===== config.mk =====
export PLATFORM = sky130hd
export DESIGN_NAME = cfg_daisy_chain
export DESIGN_NICKNAME = d
export VERILOG_FILES = /design/src/rtl/cfg_chain_pkg.sv /design/src/rtl/cfg_edge_ff.sv /design/src/rtl/cfg_bit_cell.sv /design/src/rtl/cfg_daisy_chain.sv
export SDC_FILE = /design/constraint.sdc
export NUM_CORES = 1
export LEC_CHECK = 0
export ABC_AREA = 1
export BUFFER_PORTS_ARGS = -buffer_cell sky130_fd_sc_hd__buf_2
export CORE_AREA = 2 2 39 41
export DETAILED_ROUTE_END_ITERATION = 16
export DIE_AREA = 0 0 41 43
export HOLD_SLACK_MARGIN = 0.05
export PLACE_DENSITY_LB_ADDON = 0.2
export RECOVER_POWER = 50
export SKIP_CTS_REPAIR_TIMING = 1
export SLEW_MARGIN = 5
export SYNTH_ARGS = -nofsm -noshare
export SYNTH_HDL_FRONTEND = slang
export SYNTH_SLANG_ARGS = --single-unit

===== constraint.sdc =====
create_clock -name clk -period 0.8 [get_ports clk]
set_input_delay 0 -clock clk [delete_from_list [all_inputs] [get_ports clk]]
set_output_delay 0 -clock clk [all_outputs]
set_load 0.05 [all_outputs]

===== src/rtl/cfg_chain_pkg.sv =====
// Package: shared defaults and the edge selector for the configuration chain.
// Assumes nothing beyond IEEE 1800-2017 packages.
package cfg_chain_pkg;
    localparam int unsigned CFG_W_DEF = 8;
    localparam logic [CFG_W_DEF-1:0] PRESET_DEF = 8'b0110_1011;

    // Which clock edge a storage flop samples on.
    typedef enum logic {
        EDGE_RISE = 1'b0,
        EDGE_FALL = 1'b1
    } edge_kind_e;
endpackage


===== src/rtl/cfg_edge_ff.sv =====
// Module: single storage flop with enable and a synchronous preset value.
// EDGE picks the sampling edge. The reset is sampled on the same edge as
// the data, so a falling-edge flop is preset on the falling edge.
// Assumes rst_n is stable around both clock edges.
module cfg_edge_ff
    import cfg_chain_pkg::*;
#(
    parameter edge_kind_e EDGE   = EDGE_RISE,
    parameter logic       PRESET = 1'b0
) (
    input  logic clk,
    input  logic rst_n,
    input  logic en,
    input  logic d,
    output logic q
);

    generate
        if (EDGE == EDGE_RISE) begin : g_rise
            // Purpose: rising-edge capture with hold when not enabled.
            always_ff @(posedge clk) begin
                if (!rst_n)  q <= PRESET;
                else if (en) q <= d;
            end

            // a disabled edge keeps the stored bit.
            p_rise_hold_r3: assert property (@(posedge clk) disable iff (!rst_n)
                (rst_n && !en) |=> (q == $past(q)))
                else $error("p_rise_hold_r3");
        end else begin : g_fall
            // Purpose: falling-edge capture, half a period after the rising stage.
            always_ff @(negedge clk) begin
                if (!rst_n)  q <= PRESET;
                else if (en) q <= d;
            end

            // the trailing copy follows its input one falling edge later.
            p_fall_copy_r4: assert property (@(negedge clk) disable iff (!rst_n)
                (rst_n && en) |=> (q == $past(d)))
                else $error("p_fall_copy_r4");
        end
    endgenerate

endmodule


===== src/rtl/cfg_bit_cell.sv =====
// Module: one configuration bit, made of a rising-edge leading flop and a
// falling-edge trailing flop. The leading flop takes the previous stage's
// trailing output while shifting. The trailing flop always copies the
// leading flop, so it feeds the next stage with half a period of margin.
module cfg_bit_cell
    import cfg_chain_pkg::*;
#(
    parameter logic PRESET = 1'b0
) (
    input  logic clk,
    input  logic rst_n,
    input  logic shift_en,
    input  logic ser_in,
    output logic lead_q,
    output logic trail_q
);

    // Leading flop: shift position visible on the parallel word.
    cfg_edge_ff #(.EDGE(EDGE_RISE), .PRESET(PRESET)) u_lead (
        .clk   (clk),
        .rst_n (rst_n),
        .en    (shift_en),
        .d     (ser_in),
        .q     (lead_q)
    );

    // Trailing flop: falling-edge copy that drives the next stage.
    cfg_edge_ff #(.EDGE(EDGE_FALL), .PRESET(PRESET)) u_trail (
        .clk   (clk),
        .rst_n (rst_n),
        .en    (1'b1),
        .d     (lead_q),
        .q     (trail_q)
    );

endmodule


===== src/rtl/cfg_daisy_chain.sv =====
// Module: chainable serial configuration register of CFG_W bits.
// Loads one bit per enabled rising edge. The serial output comes from the
// last trailing flop and moves on the falling edge. Synchronous active-low
// reset forces PRESET into every flop.
// Assumes CFG_W >= 2.
module cfg_daisy_chain
    import cfg_chain_pkg::*;
#(
    parameter int unsigned          CFG_W  = CFG_W_DEF,
    parameter logic [CFG_W-1:0]     PRESET = PRESET_DEF
) (
    input  logic             clk,
    input  logic             rst_n,
    input  logic             shift_en,
    input  logic             ser_in,
    output logic             ser_out,
    output logic [CFG_W-1:0] cfg_q
);

    localparam int unsigned LAST = CFG_W - 1;

    logic [CFG_W-1:0] stage_in;
    logic [CFG_W-1:0] lead_bits;
    logic [CFG_W-1:0] trail_bits;

    // Purpose: serial input feeds stage 0, each later stage reads its predecessor's trailing flop.
    always_comb begin
        stage_in    = {trail_bits[LAST-1:0], 1'b0};
        stage_in[0] = ser_in;
    end

    genvar gi;
    generate
        for (gi = 0; gi < CFG_W; gi++) begin : g_cell
            cfg_bit_cell #(.PRESET(PRESET[gi])) u_cell (
                .clk      (clk),
                .rst_n    (rst_n),
                .shift_en (shift_en),
                .ser_in   (stage_in[gi]),
                .lead_q   (lead_bits[gi]),
                .trail_q  (trail_bits[gi])
            );
        end
    endgenerate

    assign cfg_q   = lead_bits;
    assign ser_out = trail_bits[LAST];

    // a reset edge loads the preset word.
    p_reset_load_r1: assert property (@(posedge clk)
        (rst_n === 1'b0) |=> (cfg_q == PRESET))
        else $error("p_reset_load_r1");

    // an enabled edge moves the word up one place and takes ser_in.
    p_shift_step_r2: assert property (@(posedge clk) disable iff (!rst_n)
        (rst_n && shift_en) |=> (cfg_q == {$past(cfg_q[LAST-1:0]), $past(ser_in)}))
        else $error("p_shift_step_r2");

    // a disabled edge keeps the whole word.
    p_hold_word_r3: assert property (@(posedge clk) disable iff (!rst_n)
        (rst_n && !shift_en) |=> $stable(cfg_q))
        else $error("p_hold_word_r3");

    // the serial output presents the top bit as held at the previous falling edge.
    p_out_fall_r4: assert property (@(negedge clk) disable iff (!rst_n)
        rst_n |=> (ser_out == $past(cfg_q[LAST])))
        else $error("p_out_fall_r4");

endmodule


==> flow_summary.ini, run 1 <==
[outcome]
status = finished with violations
violations = setup timing

[drt]
wirelength_um = 1040
firstDrtPassIters = 4
vias_per_cell = 4.04
avgRoutedWirePerCell_um = 9.29
vias = 453
drc = 0
ant_nets = 0
drt-initial-drc-count = 6

[global_route]
grt_usage = 0.130
grt_max_degree = 15
first_global_vias = 386
grt.overflow.total = 0
antenna_found_initial = 0
grt_pass1_wl_um = 1500

[layout]
nNetsFinal = 102
drive_gt1_frac = 0.427
fin_area_um2 = 845
antenna_cells = 0
syn_to_final_growth_pct = 40.6
stdcell_count = 112

[cts]
insertion_delay_ns = 0.35
cts_buffers = 3
clk_pin_slew_ns = 0.09
cts_buffer_depth = 2
clkSinkCount = 16
root_buffer = clkbuf_4
cts_tree = built
h-tree-depth = 1

[critical_path]
path_buf_inv = 1
crit_type = reg2out
cp_top_family = flip-flops
worstPathCellList = buf_8
cpPeakStageDelay_ns = 0.32
worstPathArrival_ns = 1.19
worstPathMaxFanout = 1
worst-endpoint-required_ns = 0.80
end_kind = primary output
worst_path_max_delay_cell = dfxtp_2
crit_path_start_kind = flop

[power]
leakage_uw = 0.000483
p_per_area_nw_per_um2 = 2160
ir_drop_v = 0.00117

[placement]
hpwl_um = 672
finalWeightedCongestion = 0.693
placed_cells = 101
placed_area_um2 = 656
place.port_buffers = 12

[timing]
finClkSkew_ns = 0.0688
tightest_slew_ns = 0.260
fin_ws_ns = -0.387
report.final.slew_viol_count = 0
grt_setup_unrepaired = yes
hold_viol_final = 0
finalSetupViolCount = 24
relSlewSlack = 0.826

[run]
drv_cap = 0

[yosys]
syn_nets = 79
yosys_warnings = 0
yosysUniqueCellTypes = 7
ys_seq_elements = 16
synth-seq-area-share = 0.533
synth_cells = 75
syn_avg_cell_area_um2 = 8.01
synthesis.area_um2 = 601

[die]
initial_utilization = 0.434
dieArea_um2 = 1760
core_area_um2 = 1380
die_w_um = 41
io_pins = 13
die_h_um = 43
num_rows = 14

[min_path]
hp-class = in2reg
-- layer usage --
| layer | wire (µm) | GRT usage |
|---|---|---|
| met1 | 506 | 0.161 |
| met2 | 489 | 0.181 |
| met3 | 43 | 0.0366 |
| met4 | 0 | 0.100 |
| met5 | 0 | 0 |
-- sequential cells by signal, summed over array words and instances (netlist names) --
| name | cells |
|---|---|
| g_cell.u_cell.u_lead.q | 8 |
| g_cell.u_cell.u_trail.q | 8 |
-- logic make-up (layout without fill, tap and decap cells) --
logic type | after synthesis | in the layout | share of synthesized area
AND/OR/NAND/NOR | 35 | 35 | 0.229
buffers and inverters | 24 | 45 | 0.238
flip-flops | 16 | 16 | 0.533
-- final timing paths --
path | to | slack [ns] | cells past startpoint | startpoint
setup / recovery | ser_out | -0.39 | 1 | g_cell[7].u_cell.u_trail.q$_SDFF_NN0_
hold reg to reg | g_cell[0].u_cell.u_lead.q$_SDFFE_PN1P_ | 0.52 | 2 | g_cell[0].u_cell.u_lead.q$_SDFFE_PN1P_
setup reg to reg | g_cell[2].u_cell.u_lead.q$_SDFFE_PN0P_ | -0.26 | 4 | g_cell[1].u_cell.u_trail.q$_SDFF_NN1_
hold / removal | g_cell[3].u_cell.u_lead.q$_SDFFE_PN1P_ | 0.06 | 2 | rst_n
-- synthesized netlist by cell type --
library cell | instances | area (µm²)
nand2_1 | 24 | 90.1
dfxtp_1 | 16 | 320
inv_1 | 13 | 48.8
buf_4 | 8 | 60.1
nor2_1 | 6 | 22.5
nand3_1 | 5 | 25.0
buf_6 | 3 | 33.8
-- final cells by class --
cell class              instances  area (µm²)
clock buffers                   3        22.5
clock inverters                 8        30.0
fillers                       126         539
inverters                      12        45.0
multi-input cells              35         140
flip-flops and latches         16         333
well taps                      16        20.0
repair buffers                 22         254
-- stage by stage --
stage	TNS [ns]	hold slack (ns)	total power (µW)	utilization	setup slack, ns
after floorplan	-1.52	0.126	1190	-	-0.133
after global placement	-1.87	0.211	1230	0.474	-0.171
after detailed placement	-1.96	0.217	1230	0.474	-0.175
after CTS	-3.92	-0.0861	1740	0.509	-0.487
after global routing	-3.67	0.0666	1940	0.610	-0.413
final	-2.91	0.0570	1830	0.610	-0.387
-- cells in the final DEF (no fill, tap or decap), drive strengths merged --
master / netlist / final
nand2: 24 / 24
nor2: 6 / 6
nand3: 5 / 5
buf: 11 / 21
dlygate4sd3: 0 / 1
dfxtp: 16 / 16
inv: 13 / 20
clkbuf: 0 / 3
-- report_power, final --
group          switching (µW)  leakage [µW]  internal [µW]
registers                31.0      0.000132            856
clock network             339     0.0000564            227
logic                     203      0.000295            171
Power figures use the tool's default switching activity.
==> run 2: changes to the inputs <==
--- a/config.mk
+++ b/config.mk
@@ -7,9 +7,10 @@
 export LEC_CHECK = 0
 export ABC_AREA = 1
 export BUFFER_PORTS_ARGS = -buffer_cell sky130_fd_sc_hd__buf_2
-export CORE_AREA = 2 2 39 41
+export CORE_MARGIN = 2
+export CORE_UTILIZATION = 35
+export CTS_CLUSTER_DIAMETER = 60
 export DETAILED_ROUTE_END_ITERATION = 16
-export DIE_AREA = 0 0 41 43
 export HOLD_SLACK_MARGIN = 0.05
 export PLACE_DENSITY_LB_ADDON = 0.2
 export RECOVER_POWER = 50
==> flow_summary.ini, run 2 (same netlist as run 1, synthesis figures left out) <==
[outcome]
status = finished with violations
violations = setup timing

[global_route]
antenna_found_initial = 0
grt_pass1_wl_um = 1590
grt_usage = 0.113
grt.overflow.total = 0
first_global_vias = 404
grt_max_degree = 14

[critical_path]
r2r_slack_ns = -0.24
r2r_start = g_cell[6].u_cell.u_trail.q$_SDFF_NN1_
crit_path_start_kind = flop
reg2reg_depth = 4
crit_type = reg2out
cpPeakStageDelay_ns = 0.32
path_buf_inv = 1
r2r_end = g_cell[7].u_cell.u_lead.q$_SDFFE_PN0P_
cp_top_family = flip-flops
end_kind = primary output
cp.depth = 1
endpoint = ser_out
worstPathMaxFanout = 1
worstPathCellList = buf_8
worst_path_max_delay_cell = dfxtp_2
worst-endpoint-required_ns = 0.80
worstPathArrival_ns = 1.20
cp-startpoint = g_cell[7].u_cell.u_trail.q$_SDFF_NN0_

[die]
die_h_um = 45.4
core_area_um2 = 1560
dieArea_um2 = 2060
io_pins = 13
num_rows = 14
die_w_um = 45.4
initial_utilization = 0.385

[timing]
tightest_slew_ns = 0.216
finalSetupViolCount = 24
finClkSkew_ns = 0.0673
grt_setup_unrepaired = yes
report.final.slew_viol_count = 0
hold_viol_final = 0
relSlewSlack = 0.856
fin_ws_ns = -0.398

[cts]
cts_tree = built
insertion_delay_ns = 0.35
clkSinkCount = 16
cts_buffers = 3
h-tree-depth = 1
cts_buffer_depth = 2
clk_pin_slew_ns = 0.10
root_buffer = clkbuf_4

[drt]
ant_nets = 0
firstDrtPassIters = 4
vias_per_cell = 4.24
vias = 496
wirelength_um = 1050
avgRoutedWirePerCell_um = 8.93
drc = 0
drt-initial-drc-count = 8

[run]
drv_cap = 0

[placement]
place.port_buffers = 12
hpwl_um = 675
finalWeightedCongestion = 0.684
placed_area_um2 = 663
post-place-ws_ns = -0.191

[layout]
final_common_cell = nand2_1
antenna_cells = 0
syn_to_final_growth_pct = 47.7
nNetsFinal = 106
fin_area_um2 = 887
most-common-layout-cells = nand2_1, inv_1, dfxtp_2, buf_8, buf_6
top_regs = g_cell.u_cell.u_lead.q: 8 flops, g_cell.u_cell.u_trail.q: 8 flops
drive_gt1_frac = 0.406

[min_path]
hp-class = in2reg
min_from = shift_en

[power]
ir_drop_v = 0.00167
leakage_uw = 0.000506
p_per_area_nw_per_um2 = 2100
## run 2: changes by cell type in the layout (fill, tap and decap cells not counted), sizes merged
| cell | delta |
|---|---|
| buf | +2 |
| dlygate4sd3 | +2 |
| clkinvlp | +1 |
## run 2: where the power goes
part	internal, µW	switching (µW)	total, µW
Combinational	187	207	394
Clock	235	352	587
Sequential	855	27.7	883
Total	1280	587	1860
## run 2: how the worst min path moves through the flow
stage / to / slack (ns) / cells after the start
after floorplan: g_cell[0].u_cell.u_lead.q$_SDFFE_PN1P_ / 0.13 / 2
after CTS: g_cell[0].u_cell.u_lead.q$_SDFFE_PN1P_ / -0.08 / 3
final: g_cell[6].u_cell.u_lead.q$_SDFFE_PN1P_ / 0.05 / 3
after detailed placement: g_cell[0].u_cell.u_lead.q$_SDFFE_PN1P_ / 0.22 / 3
after global placement: g_cell[0].u_cell.u_lead.q$_SDFFE_PN1P_ / 0.22 / 3
after global routing: g_cell[1].u_cell.u_lead.q$_SDFFE_PN1P_ / 0.07 / 3
## run 2: stage by stage
stage / utilization / power [µW] / TNS, ns / cells / hold slack (ns)
floorplan: - / 1190 / -1.52 / 75 / 0.126
global placement: 0.425 / 1230 / -1.85 / 102 / 0.220
detailed placement: 0.425 / 1240 / -1.90 / 102 / 0.221
CTS: 0.460 / 1760 / -4.02 / 113 / -0.0820
global route: 0.569 / 1980 / -3.63 / 117 / 0.0719
finish: 0.569 / 1860 / -2.89 / 117 / 0.0517
## run 2: worst reg2reg max path, delay by kind of cell (launching register included)
| kind | cells | cell delay [ns] |
|---|---|---|
| buffers and inverters | 1 | 0.04 |
| DFF | 1 | 0.31 |
| and+or+nand+nor | 3 | 0.13 |
## run 2: area by class of cell
type,count,area (µm²)
Multi-Input combinational cell,35,140
Sequential cell,16,332
Clock buffer,3,22.5
Clock inverter,9,35.0
Fill cell,146,672
Tap cell,16,20.0
Timing Repair Buffer,26,293
Inverter,12,45.0
## run 2: per-layer routing
metal | vias up | GRT usage | wire length, µm
li1 | 260 | - | -
met1 | 227 | 0.121 | 450
met2 | 9 | 0.189 | 559
met3 | 0 | 0.0357 | 36
met4 | 0 | 0.0706 | 0
met5 | - | 0 | 0
